## src/rtl/jws_pkg.sv

```systemverilog
package jws_pkg;
  typedef enum logic {ST_COLLECT, ST_EMIT} stage_e;

  typedef struct packed {
    logic accept;  // a digit pair is taken
    logic latch;   // window complete: capture lookup result
    logic pop;     // consumer takes the presented term
    logic finish;  // window drained
  } strobe_t;
endpackage

```

## src/rtl/jws_ctrl.sv

```systemverilog
module jws_ctrl
  import jws_pkg::*;
(
  input  logic    clk,
  input  logic    rst_n,
  input  logic    inValid,
  input  logic    inLast,
  input  logic    outReady,
  input  logic    winFull,
  input  logic    maskEmpty,
  output logic    inReady,
  output logic    outValid,
  output strobe_t stb
);
  stage_e state, stateNext;

  always_comb begin
    inReady    = (state == ST_COLLECT);
    outValid   = (state == ST_EMIT) && !maskEmpty;
    stb.accept = inReady && inValid;
    stb.latch  = stb.accept && (winFull || inLast);
    stb.pop    = outValid && outReady;
    stb.finish = (state == ST_EMIT) && maskEmpty;
    stateNext  = state;
    if (stb.latch)  stateNext = ST_EMIT;
    if (stb.finish) stateNext = ST_COLLECT;
  end

  always_ff @(posedge clk) begin
    if (!rst_n) state <= ST_COLLECT;
    else        state <= stateNext;
  end
endmodule

```

## src/rtl/jws_datapath.sv

```systemverilog
module jws_datapath
  import jws_pkg::*;
#(
  parameter int W          = 3,
  parameter int MAX_BLOCKS = 8,
  parameter int SEC_W      = 3
) (
  input  logic             clk,
  input  logic             rst_n,
  input  strobe_t          stb,
  input  logic             inDigA,
  input  logic             inDigB,
  input  logic             inLast,
  output logic             winFull,
  output logic             maskEmpty,
  output logic             outDigA,
  output logic             outDigB,
  output logic [$clog2(W*MAX_BLOCKS)-1:0] outTauExp,
  output logic [SEC_W-1:0] outSecExp,
  output logic             firstReady,
  output logic             endFlag
);
  localparam int LW     = $clog2(W);
  localparam int BW     = $clog2(MAX_BLOCKS);
  localparam int TW     = $clog2(W*MAX_BLOCKS);
  localparam int TERM_W = LW + 3;
  localparam int ENT_W  = W + W*TERM_W;

  // Window lookup: slot k = {digA, digB, position, pairFlag}; mask marks used slots.
  function automatic logic [ENT_W-1:0] lookup(input logic [W-1:0] a, input logic [W-1:0] b);
    logic [W-1:0]        m;
    logic [W*TERM_W-1:0] t;
    logic [W:0]          ax, bx;
    logic                skip, pair;
    int                  k;
    m = '0; t = '0; k = 0; skip = 1'b0; pair = 1'b0;
    ax = {1'b0, a};
    bx = {1'b0, b};
    for (int j = 0; j < W; j++) begin
      if (skip) begin
        skip = 1'b0;
      end else if (ax[j] || bx[j]) begin
        pair = (j < W-1) && (ax[j+1] == ax[j]) && (bx[j+1] == bx[j]);
        t[k*TERM_W +: TERM_W] = {ax[j], bx[j], LW'(j), pair};
        m[k] = 1'b1;
        k    = k + 1;
        skip = pair;
      end
    end
    return {m, t};
  endfunction

  logic [W-1:0]        colA, colB, newA, newB;
  logic [LW-1:0]       cnt;
  logic [BW-1:0]       blkIdx;
  logic [W-1:0]        entMask;
  logic [W*TERM_W-1:0] entTerms;
  logic                lastBlkQ;
  logic [LW-1:0]       sel;
  logic [TERM_W-1:0]   selTerm;
  logic                streamStart;

  always_comb begin
    newA        = colA | (W'(inDigA) << cnt);
    newB        = colB | (W'(inDigB) << cnt);
    winFull     = (cnt == LW'(W-1));
    maskEmpty   = (entMask == '0);
    streamStart = stb.accept && (cnt == '0) && (blkIdx == '0);
    sel = '0;
    for (int j = W-1; j >= 0; j--) begin
      if (entMask[j]) sel = LW'(j);
    end
    selTerm   = entTerms[sel*TERM_W +: TERM_W];
    outDigA   = selTerm[TERM_W-1];
    outDigB   = selTerm[TERM_W-2];
    outTauExp = TW'(blkIdx) * TW'(W) + TW'(selTerm[LW:1]);
    outSecExp = SEC_W'(selTerm[0]);
  end

  always_ff @(posedge clk) begin
    if (!rst_n) begin
      colA <= '0; colB <= '0; cnt <= '0; blkIdx <= '0;
      entMask <= '0; entTerms <= '0; lastBlkQ <= 1'b0;
      firstReady <= 1'b0; endFlag <= 1'b0;
    end else begin
      if (streamStart) begin
        firstReady <= 1'b0;
        endFlag    <= 1'b0;
      end
      if (stb.accept) begin
        if (stb.latch) begin
          colA <= '0; colB <= '0; cnt <= '0;
          {entMask, entTerms} <= lookup(newA, newB);
          lastBlkQ <= inLast;
          if (blkIdx == '0) firstReady <= 1'b1;
        end else begin
          colA <= newA; colB <= newB;
          cnt  <= cnt + 1'b1;
        end
      end
      if (stb.pop) entMask[sel] <= 1'b0;
      if (stb.finish) begin
        if (lastBlkQ) begin
          blkIdx  <= '0;
          endFlag <= 1'b1;
        end else begin
          blkIdx <= blkIdx + 1'b1;
        end
      end
    end
  end
endmodule

```

## src/rtl/joint_window_stager.sv

```systemverilog
module joint_window_stager
  import jws_pkg::*;
#(
  parameter int W          = 3,
  parameter int MAX_BLOCKS = 8,
  parameter int SEC_W      = 3
) (
  input  logic             clk,
  input  logic             rst_n,
  input  logic             inValid,
  output logic             inReady,
  input  logic             inDigA,
  input  logic             inDigB,
  input  logic             inLast,
  output logic             outValid,
  input  logic             outReady,
  output logic             outDigA,
  output logic             outDigB,
  output logic [$clog2(W*MAX_BLOCKS)-1:0] outTauExp,
  output logic [SEC_W-1:0] outSecExp,
  output logic             firstReady,
  output logic             endFlag
);
  strobe_t stb;
  logic    winFull, maskEmpty;

  jws_ctrl u_ctrl (
    .clk(clk), .rst_n(rst_n), .inValid(inValid), .inLast(inLast),
    .outReady(outReady), .winFull(winFull), .maskEmpty(maskEmpty),
    .inReady(inReady), .outValid(outValid), .stb(stb)
  );

  jws_datapath #(.W(W), .MAX_BLOCKS(MAX_BLOCKS), .SEC_W(SEC_W)) u_dp (
    .clk(clk), .rst_n(rst_n), .stb(stb), .inDigA(inDigA), .inDigB(inDigB),
    .inLast(inLast), .winFull(winFull), .maskEmpty(maskEmpty),
    .outDigA(outDigA), .outDigB(outDigB), .outTauExp(outTauExp),
    .outSecExp(outSecExp), .firstReady(firstReady), .endFlag(endFlag)
  );
endmodule

```

## config.mk

```make
export PLATFORM = sky130hd
export DESIGN_NAME = joint_window_stager
export DESIGN_NICKNAME = d
export VERILOG_FILES = /design/src/rtl/jws_pkg.sv /design/src/rtl/jws_ctrl.sv /design/src/rtl/jws_datapath.sv /design/src/rtl/joint_window_stager.sv
export SDC_FILE = /design/constraint.sdc
export NUM_CORES = 1
export LEC_CHECK = 0
export BUFFER_PORTS_ARGS = -buffer_cell sky130_fd_sc_hd__buf_4
export CAP_MARGIN = 20
export CORE_MARGIN = 2
export CORE_UTILIZATION = 54
export CTS_CLUSTER_DIAMETER = 150
export DETAILED_ROUTE_END_ITERATION = 12
export HOLD_SLACK_MARGIN = 0.05
export PLACE_DENSITY = 0.76
export SLEW_MARGIN = 20
export SYNTH_ARGS = -nofsm -noshare
export SYNTH_HDL_FRONTEND = slang
export SYNTH_SLANG_ARGS = --single-unit
```

## constraint.sdc

```tcl
create_clock -name clk -period 3 [get_ports clk]
set_clock_uncertainty 0.1 [all_clocks]
set_input_delay 0.9 -clock clk [delete_from_list [all_inputs] [get_ports clk]]
set_output_delay 0.9 -clock clk [all_outputs]
set_load 0.05 [all_outputs]
```

==> flow_summary.ini <==
[status]
run_status = complete, but fails checks
failing_checks = negative setup slack

[clock_network]
cts_hold_buffers = 0
cts-root-buf = sky130_fd_sc_hd__clkbuf_8
cts_tree = built
h_tree_depth_reported_by_cts = 2
cts.repair_timing.setup_buffer_count = 0
cts_made_buffers = 5
worst_skew_pair.late_latency_ns = 0.29
clkSlewWorstSetupHoldPaths_ns = 0.06
max_clock_buf_depth = 2
numClockSinks = 33

[timing]
slew_headroom_pct = 39.0
unrepaired_setup_endpoints_after_global_routing = yes
final-setup-viol-count = 3
hold_viol = 0
report.final.slew_viol_count = 0
fin_crit_sh_pct = 114
clock.fmax_ghz = 0.292
fin_crit_ns = 3.42
worst_path_setup_slack_after_routing_ns = -0.424
worstMarginPinSlew_ns = 0.909

[layout]
drive_above_1_share_pct = 23.6
layout_common_cells = sky130_fd_sc_hd__buf_4, sky130_fd_sc_hd__nand2_1, sky130_fd_sc_hd__dfxtp_1
layout.cells.most_common = sky130_fd_sc_hd__buf_4
final_area_um2 = 2800
antenna_cells_inserted = 0
post-route-util_pct = 68.5
final_net_count = 349
areaGrowthSynthToFinish_pct = 19.8

[global_routing]
grt_pass1_wl_um = 10400
met2_usage_pct = 43.5
grt.total_usage_pct = 26.1
overflow = 0
grt.busiest_layer = met2
number_of_antenna_violations_at_the_first_check_in_global_routing = 0
grt_util_met3_pct = 4.36
grt_start_max_net_pins = 28
globalRouteMet1Util_pct = 34.0
via_count_of_the_first_global_routing_pass = 2188

[floorplan]
die-height_um = 69.8
fp.dieW_um = 69.8
die_area_um2 = 4870
placementRows = 23
initial_standard_cell_utilization_of_the_core_pct = 57.2
core_um2 = 4090
io-pin-count = 21

[drt]
detail_route.wl_per_cell_um = 15.7
final_antenna_net_count = 0
drt-pass1-iter-count = 4
total_via_count_after_detailed_routing = 2226
drt_first_iter_violations = 151
drc = 0
wl_um = 5970
route.detailed.vias_per_inst = 5.84

[critical_path]
type_of_the_setup_path_with_the_least_slack = flop to output port
setup.worst_path.start_class = flop
setup.worst_path.end_class = output port
highest_net_fanout_along_the_worst_path = 6
cp.arrival_ns = 2.42
worstPathRequired_ns = 2.00

[pwr]
power_density_nw_per_um2 = 427
swShare_pct = 33.6
sequential_share_of_power_pct = 40.5
vdd_ir_drop_max_uv = 335
switching_power_mw = 0.402
total_leakage_power_nw = 1.11
p_int_mw = 0.794
pwr-share-clk_pct = 30.8
power.share.combinational_pct = 28.7

[synthesis]
post_synth_instance_area_um2 = 2340
avgSynthCellArea_um2 = 7.81
postSynth.asyncResetShare_pct = 0
synth_enable_flop_cells = 0
synthFlopType = sky130_fd_sc_hd__dfxtp_1
ys_ff_latch = 33
yosys_warnings = 0
netlist_top_cells_area = sky130_fd_sc_hd__dfxtp_1, sky130_fd_sc_hd__nand2_1, sky130_fd_sc_hd__ha_1
ys_seq_area_share_pct = 28.3
netlist_instances = 299
synth.distinct_cells = 61
synthDominantAreaCellType = sky130_fd_sc_hd__dfxtp_1
netlist.area_leader.share_pct = 28.3

[placed_design]
dp_hpwl_um = 4540
gp_routability_congestion = 0.909
placedInstanceArea_um2 = 2660
port-buffer-count = 18

[flow_run]
cap_viol_max_count = 0

[hold_path]
worstHoldPathType = flop to flop
-- power groups by stage --
stage	Clock (mW)	Sequential [mW]	Combinational (mW)
2_1_floorplan	0	0.485	0.250
3_3_place_gp	0	0.492	0.330
3_5_place_dp	0	0.493	0.335
4_1_cts	0.375	0.483	0.338
5_1_grt	0.399	0.487	0.376
6_report	0.369	0.484	0.343
-- metal layers --
metal | share of wire, % | vias to the layer above
met5 | 0 | -
met4 | 2.1 | 0
met3 | 4.2 | 11
met2 | 47 | 55
met1 | 46 | 1012
li1 | - | 1148
-- synth_stat cells (all sizes together), types with 2 or more instances --
cell type   n
nand4       5
o21a        3
ha         10
xnor2       2
o211ai      5
a21oi      15
buf         5
a21boi      5
nand3      10
nor2b      10
clkbuf     12
nor3b       4
a31oi       4
a21o        2
fa          2
or2         2
nor2       24
inv        13
a211oi      7
nand2      34
o2111ai     2
and3        4
and2        7
dfxtp      33
a22oi      14
o21ai      27
nand2b      2
o31ai       3
nor3       13
and3b       3
a211o       2
-- worst paths after layout --
| path | startpoint | endpoint | slack (ns) | cells past startpoint |
|---|---|---|---|---|
| setup / recovery | u_dp.entMask[1] | outTauExp[2] | -0.42 | 9 |
| hold / removal | u_dp.entTerms[6] | u_dp.entTerms[6] | 0.36 | 2 |
| setup reg to reg | u_dp.cnt[1] | u_dp.entTerms[8] | 0.29 | 9 |
| hold reg to reg | u_dp.entTerms[6] | u_dp.entTerms[6] | 0.36 | 2 |
-- critical path, stage by stage (launching register included) --
cell and delay (ns):
sky130_fd_sc_hd__dfxtp_4 0.40, sky130_fd_sc_hd__nor2b_4 0.05, sky130_fd_sc_hd__a22oi_2 0.13, sky130_fd_sc_hd__o21ai_2 0.07
sky130_fd_sc_hd__fa_2 0.54, sky130_fd_sc_hd__ha_4 0.13, sky130_fd_sc_hd__inv_2 0.03, sky130_fd_sc_hd__fa_2 0.54
sky130_fd_sc_hd__clkinvlp_4 0.08, sky130_fd_sc_hd__buf_6 0.15
-- cell families after synthesis --
logic type	after synthesis	synth area share (%)
AO/OA/AOI/OAI	98	29.7
XOR/XNOR	2	0.750
adder cells (fa/ha/maj)	12	7.07
buffers and inverters	30	5.94
flip-flops	33	28.3
multiplexers	1	0.482
other	1	0.161
AND/OR/NAND/NOR	122	27.6
-- cell type report --
cell class | instances | area, µm²
clock buffers | 7 | 96.3
clock inverters | 1 | 5.00
fillers | 351 | 1290
inverters | 13 | 52.6
multi-input cells | 237 | 1600
flip-flops and latches | 33 | 666
well taps | 50 | 62.6
repair buffers | 40 | 312
-- timing repair --
item	4_1_cts	5_1_grt
pin swaps	1	4
endpoints found under the hold margin	0	0
endpoints found under the setup margin	3	4
gates resized for setup	5	5
-- flip-flops by register name, summed over array words and instances (netlist names) --
signal and flops:
u_dp.blkIdx 3, u_dp.entTerms 15, u_dp.lastBlkQ 1, u_dp.colB 3, u_dp.entMask 3, u_ctrl.state 1
u_dp.cnt 2, u_dp.firstReady 1, u_dp.colA 3, u_dp.endFlag 1
-- through the flow --
step / worst slack [ns] / instances / total power, mW / TNS (ns) / hold slack, ns
3_3_place_gp: -0.188 / 373 / 0.822 / -0.304 / 0.348
5_1_grt: -0.500 / 381 / 1.26 / -1.11 / 0.392
3_5_place_dp: -0.220 / 373 / 0.828 / -0.363 / 0.356
4_1_cts: -0.450 / 381 / 1.20 / -1.02 / 0.363
6_report: -0.424 / 381 / 1.20 / -0.851 / 0.359
2_1_floorplan: -0.195 / 300 / 0.735 / -0.345 / 0.331
Note: power is estimated with default switching activity, not from simulation.
